<file path="config.mk">
export PLATFORM = sky130hd
export DESIGN_NAME = hb_window_wdog
export DESIGN_NICKNAME = d
export VERILOG_FILES = /design/src/rtl/hb_wdog_pkg.sv /design/src/rtl/hb_wdog_sync_edge.sv /design/src/rtl/hb_wdog_arm_gate.sv /design/src/rtl/hb_wdog_window_timer.sv /design/src/rtl/hb_window_wdog.sv
export SDC_FILE = /design/constraint.sdc
export NUM_CORES = 1
export LEC_CHECK = 0
export BUFFER_PORTS_ARGS = -buffer_cell sky130_fd_sc_hd__buf_4
export CORE_MARGIN = 8
export CORE_UTILIZATION = 35
export CTS_BUF_LIST = sky130_fd_sc_hd__clkbuf_16
export CTS_CLUSTER_DIAMETER = 200
export DETAILED_ROUTE_END_ITERATION = 12
export GPL_TIMING_DRIVEN = 1
export SLEW_MARGIN = 20
export SYNTH_ARGS = -nofsm -noshare
export SYNTH_HDL_FRONTEND = slang
export SYNTH_HIERARCHICAL = 1
export SYNTH_SLANG_ARGS = --single-unit
</file>
<file path="constraint.sdc">
create_clock -name clk -period 3.8 [get_ports clk]
set_input_delay 0.38 -clock clk [delete_from_list [all_inputs] [get_ports clk]]
set_output_delay 0.38 -clock clk [all_outputs]
set_load 0.05 [all_outputs]
</file>
<file path="src/rtl/hb_wdog_pkg.sv">
package hb_wdog_pkg;

    // Outcome of judging one watchdog clock cycle.
    typedef enum logic [1:0] {
        WIN_IDLE  = 2'd0,
        WIN_GOOD  = 2'd1,
        WIN_EARLY = 2'd2,
        WIN_LATE  = 2'd3
    } win_verdict_e;

    // Per-cycle result handed from the judging logic to the state update.
    typedef struct packed {
        win_verdict_e verdict;
        logic         restart;
        logic         violation;
    } win_step_t;

    // Classify a cycle from the edge strobe and the cycles elapsed so far.
    function automatic win_verdict_e judge_window(
        input logic        edge_seen,
        input int unsigned elapsed,
        input int unsigned fast_bound,
        input int unsigned slow_bound
    );
        win_verdict_e v;
        if (edge_seen) begin
            v = (elapsed < fast_bound) ? WIN_EARLY : WIN_GOOD;
        end else begin
            v = (elapsed >= slow_bound) ? WIN_LATE : WIN_IDLE;
        end
        return v;
    endfunction

    function automatic logic is_violation(input win_verdict_e v);
        return (v == WIN_EARLY) || (v == WIN_LATE);
    endfunction

endpackage

</file>
<file path="src/rtl/hb_wdog_sync_edge.sv">
module hb_wdog_sync_edge #(
    parameter int SYNC_STAGES = 2
) (
    input  logic clk,
    input  logic rst,
    input  logic hb_i,
    output logic edge_o
);
    localparam int FILL_W = SYNC_STAGES + 1;

    logic [SYNC_STAGES-1:0] sync_q;
    logic                   last_q;
    logic [FILL_W-1:0]      fill_q;

    generate
        for (genvar g = 0; g < SYNC_STAGES; g++) begin : g_stage
            if (g == 0) begin : g_first
                always_ff @(posedge clk) begin
                    if (rst) sync_q[0] <= 1'b0;
                    else     sync_q[0] <= hb_i;
                end
            end else begin : g_next
                always_ff @(posedge clk) begin
                    if (rst) sync_q[g] <= 1'b0;
                    else     sync_q[g] <= sync_q[g-1];
                end
            end
        end
    endgenerate

    // The fill chain masks edges until the synchronizer holds real samples.
    always_ff @(posedge clk) begin
        if (rst) begin
            last_q <= 1'b0;
            fill_q <= '0;
        end else begin
            last_q <= sync_q[SYNC_STAGES-1];
            fill_q <= {fill_q[FILL_W-2:0], 1'b1};
        end
    end

    assign edge_o = fill_q[FILL_W-1] & (sync_q[SYNC_STAGES-1] ^ last_q);

endmodule

</file>
<file path="src/rtl/hb_wdog_arm_gate.sv">
module hb_wdog_arm_gate (
    input  logic clk,
    input  logic rst,
    input  logic wd_en_i,
    input  logic sys_rst_n_i,
    input  logic selftest_ok_i,
    output logic armed_o
);
    logic armed_q;

    always_ff @(posedge clk) begin
        if (rst) armed_q <= 1'b0;
        else     armed_q <= wd_en_i & sys_rst_n_i & selftest_ok_i;
    end

    assign armed_o = armed_q;

endmodule

</file>
<file path="src/rtl/hb_wdog_window_timer.sv">
module hb_wdog_window_timer
    import hb_wdog_pkg::*;
#(
    parameter int FAST_CYC = 4,
    parameter int SLOW_CYC = 10,
    parameter int CNT_W    = $clog2(SLOW_CYC + 1)
) (
    input  logic             clk,
    input  logic             rst,
    input  logic             armed_i,
    input  logic             edge_i,
    output logic             fault_o,
    output logic [CNT_W-1:0] cnt_o
);
    localparam logic [CNT_W-1:0] CNT_START = CNT_W'(1);

    logic [CNT_W-1:0] cnt_q;
    logic             fault_q;
    win_step_t        step;

    always_comb begin
        step.verdict   = judge_window(edge_i, 32'(cnt_q),
                                      FAST_CYC, SLOW_CYC);
        step.violation = is_violation(step.verdict);
        step.restart   = (step.verdict != WIN_IDLE);
    end

    always_ff @(posedge clk) begin
        if (rst) begin
            cnt_q   <= CNT_START;
            fault_q <= 1'b0;
        end else if (!armed_i) begin
            cnt_q   <= CNT_START;
            fault_q <= 1'b0;
        end else begin
            fault_q <= step.violation;
            cnt_q   <= step.restart ? CNT_START : cnt_q + CNT_W'(1);
        end
    end

    assign fault_o = fault_q;
    assign cnt_o   = cnt_q;

endmodule

</file>
<file path="src/rtl/hb_window_wdog.sv">
module hb_window_wdog #(
    parameter int FAST_CYC    = 200,
    parameter int SLOW_CYC    = 4000,
    parameter int SYNC_STAGES = 2
) (
    input  logic clk,
    input  logic rst,
    input  logic wd_en_i,
    input  logic sys_rst_n_i,
    input  logic selftest_ok_i,
    input  logic hb_i,
    output logic wd_armed_o,
    output logic wd_fault_o
);
    localparam int CNT_W = $clog2(SLOW_CYC + 1);

    logic             hb_edge;
    logic             armed;
    logic [CNT_W-1:0] win_cnt;

    hb_wdog_sync_edge #(
        .SYNC_STAGES(SYNC_STAGES)
    ) sync_i (
        .clk   (clk),
        .rst   (rst),
        .hb_i  (hb_i),
        .edge_o(hb_edge)
    );

    hb_wdog_arm_gate arm_i (
        .clk          (clk),
        .rst          (rst),
        .wd_en_i      (wd_en_i),
        .sys_rst_n_i  (sys_rst_n_i),
        .selftest_ok_i(selftest_ok_i),
        .armed_o      (armed)
    );

    hb_wdog_window_timer #(
        .FAST_CYC(FAST_CYC),
        .SLOW_CYC(SLOW_CYC),
        .CNT_W   (CNT_W)
    ) timer_i (
        .clk    (clk),
        .rst    (rst),
        .armed_i(armed),
        .edge_i (hb_edge),
        .fault_o(wd_fault_o),
        .cnt_o  (win_cnt)
    );

    assign wd_armed_o = armed;

endmodule

</file>
==> flow_metrics.py <==
metrics = {
    "run_status": {
        "status": "finished, final reports clean",
    },
    "timing": {
        "rsz0062_at_grt": "false",
        "hold_viol": 0,
        "period_minus_slack_ps": 1570,
        "skew_ps": 2.607,
        "drv_slew": 0,
        "whs_ps": 345.4,
        "finalSetupViolCount": 0,
        "maxSlewHeadroom_pct": 43.43,
        "setup_ws_ps": 2230,
        "fin_setup_tns_ps": 0,
        "fmax_mhz": 637.1,
        "finalCritPeriodShare_pct": 41.31,
        "tightest_slew_ps": 843.0,
    },
    "cells_and_area": {
        "fill_cells": 226,
        "seq_area_sq_um": 400.4,
        "final_core_util_pct": 43.51,
        "finalNonFillerCells": 119,
        "multiInputGateArea_sq_um": 352.8,
        "n_antenna_cell": 0,
        "fin_nets": 99,
        "area_growth_pct": 20.10,
        "drive_gt1_share_pct": 14.29,
    },
    "job": {
        "maxCapViolCount": 0,
    },
    "placement": {
        "gp_congestion": 0.8087,
        "port_buffers": 7,
        "hpwlAfterDp_um": 962.2,
        "place_inst": 115,
        "pre_cts_ws_ps": 2262,
    },
    "clock_network": {
        "cts_sinks": 20,
        "cts_resized": 0,
        "htreeDepth": 1,
        "clockBufferDepth": 2,
        "hold_buffers": 0,
        "clkTransAtPathRegs_ps": 60,
        "clock_latency_ps": 250,
        "cts_buffers": 3,
        "cts_setup_buffers": 0,
        "cts_tree": "done",
        "clock-root-buffer": "clkbuf_16",
    },
    "setup_path": {
        "path_class": "flop to flop",
        "path_buf_inv": 0,
        "cp-end-kind": "flop",
        "worstRegToRegCells": 3,
        "crit_path_top_delay_cell": "or4_4",
        "cp-start-kind": "flop",
        "slowest_delay_ps": 600,
        "cp_top_family": "simple AND/OR/NAND/NOR gates",
        "arrival_ps": 1750,
        "cp.depth": 3,
        "required_ps": 3980,
        "crit_fanout": 11,
        "path_cells": "nand4_1 > or4_4 > a21oi_2",
    },
    "grt": {
        "antenna_found_initial": 0,
        "grt_use_met2_pct": 10.76,
        "grt-ovfl-total": 0,
        "use_met3_pct": 2.297,
        "busiest_layer": "met2",
        "grt_max_degree": 12,
        "grt.total_usage_pct": 7.260,
        "grt_pass1_vias": 534,
        "met1_usage_pct": 9.239,
        "grt_pass1_wl_um": 2394,
    },
    "floorplanning": {
        "die_w_um": 63.16,
        "start_util_pct": 36.23,
        "ioPinCount": 8,
        "die_area_sq_um": 3989,
        "core-area_sq_um": 2148,
        "die_h_um": 63.16,
        "row_count": 17,
    },
    "yosys": {
        "synth_nets": 89,
        "synth_seq_area_share_pct": 51.45,
        "yosys_register_bits": 20,
        "yosysWarnings": 6,
        "ys_types": 27,
        "synth_cells": 82,
        "syn_area_sq_um": 778.2,
        "avgSynthCellArea_sq_um": 9.491,
    },
    "route": {
        "ant_nets": 0,
        "drt-total-wl_um": 1401,
        "first_pass_iters": 4,
        "routedWlPerCell_um": 11.77,
        "vias_per_cell": 4.983,
        "num_vias": 593,
        "drc": 0,
        "drt_iter0_markers": 10,
    },
    "power_and_ir_drop": {
        "power.density_nw_per_um2": 469.8,
        "ir_worst_vdd_mv": 0.2280,
        "total_leakage_power_uw": 0.0003150,
    },
    "min_path": {
        "min_path_type": "input port to flop",
        "worstHoldPathCells": 2,
    },
}
-- cells in the mapped netlist --
cell       n  area (sq um)
o311ai_0   1         8.760
nand4_1    3         18.77
nand4b_1   1         8.760
or3_1      6         37.54
nor3_1     1         5.000
a21oi_1    7         35.03
o31ai_1    2         15.01
xnor2_1    1         8.760
and2_1     1         6.260
a21oi_2    1         8.760
nor3b_1    1         7.510
or4_1      1         7.510
nor2b_2    1         8.760
nand3_1    5         25.02
o211ai_1   1         7.510
nand2b_1   1         6.260
nand2_1    2         7.510
buf_2      2         10.01
nor2_1     4         15.01
or4_4      1         11.26
o21ai_0    6         30.03
inv_1      4         15.01
ha_1       1         12.51
dfxtp_1   20         400.4
nor2b_1    4         25.02
and4b_1    1         10.01
xor2_1     3         26.28
-- power breakdown --
group / internal (uW) / switching [uW] / total (uW)
logic: 6.42 / 5.17 / 11.6
registers: 213 / 1.34 / 215
clock network: 140 / 73.1 / 213
-- state kept, by name (all words and copies together) (netlist names) --
signal,count
arm_i/armed_o,1
sync_i/fill_q,3
sync_i/last_q,1
sync_i/sync_q,2
timer_i/cnt_o,12
timer_i/fault_o,1
-- final cells by class --
type | instances | share of cell area [%]
clock buffers | 3 | 8.032
clock inverters | 1 | 0.4016
inverters | 4 | 1.606
multi-input cells | 56 | 37.75
flip-flops and latches | 20 | 42.84
well taps | 28 | 3.748
repair buffers | 7 | 5.622
-- cells by family after synthesis --
group           after synthesis  share of synthesized area, %
flops                        20                         51.45
compound gates               18                         13.50
buf+inv                       6                         3.215
fa+ha+maj                     1                         1.607
xor+xnor                      4                         4.502
simple gates                 33                         25.72
-- routing by layer --
layer	vias up	part of all wire, %
met3	2	3.3
met5	-	0
met2	5	45
met1	275	50
met4	0	1.0
li1	311	-
-- path summary, 6_finish.rpt --
kind	slack, ps	endpoint	start
worst min register to register	440	sync_i/sync_q[1]$_SDFF_PP0_	sync_i/sync_q[0]$_SDFF_PP0_
worst max register to register	2230	timer_i/cnt_o[10]$_SDFF_PP0_	timer_i/cnt_o[2]$_SDFF_PP0_
worst min-delay path	350	sync_i/sync_q[0]$_SDFF_PP0_	hb_i
worst max-delay path	2230	timer_i/cnt_o[10]$_SDFF_PP0_	timer_i/cnt_o[2]$_SDFF_PP0_
-- placed cells by master (no fill, tap or decap), types with 2 or more instances in the layout --
cell type / count
or3_1: 6
a21oi_1: 7
nand2_1: 2
dfxtp_1: 20
clkbuf_16: 3
nand4_1: 3
buf_4: 7
inv_1: 4
xor2_1: 3
nor2_1: 4
nor2b_1: 4
nand3_1: 5
o21ai_0: 5
o31ai_1: 2
-- worst reg2reg max path, stage by stage (launching register included) --
cell	delay (ps)
dfxtp_1	410
nand4_1	350
or4_4	600
a21oi_2	140
-- metrics by stage --
stage	instance area [sq um]	total power, uW
final	934.6	439.1
after CTS	934.6	441.5
after floorplan	778.2	224.4
after detailed placement	855.8	230.8
after global placement	855.8	230.5
after global routing	934.6	454.9
No activity file was read; power rests on OpenSTA's default activity.
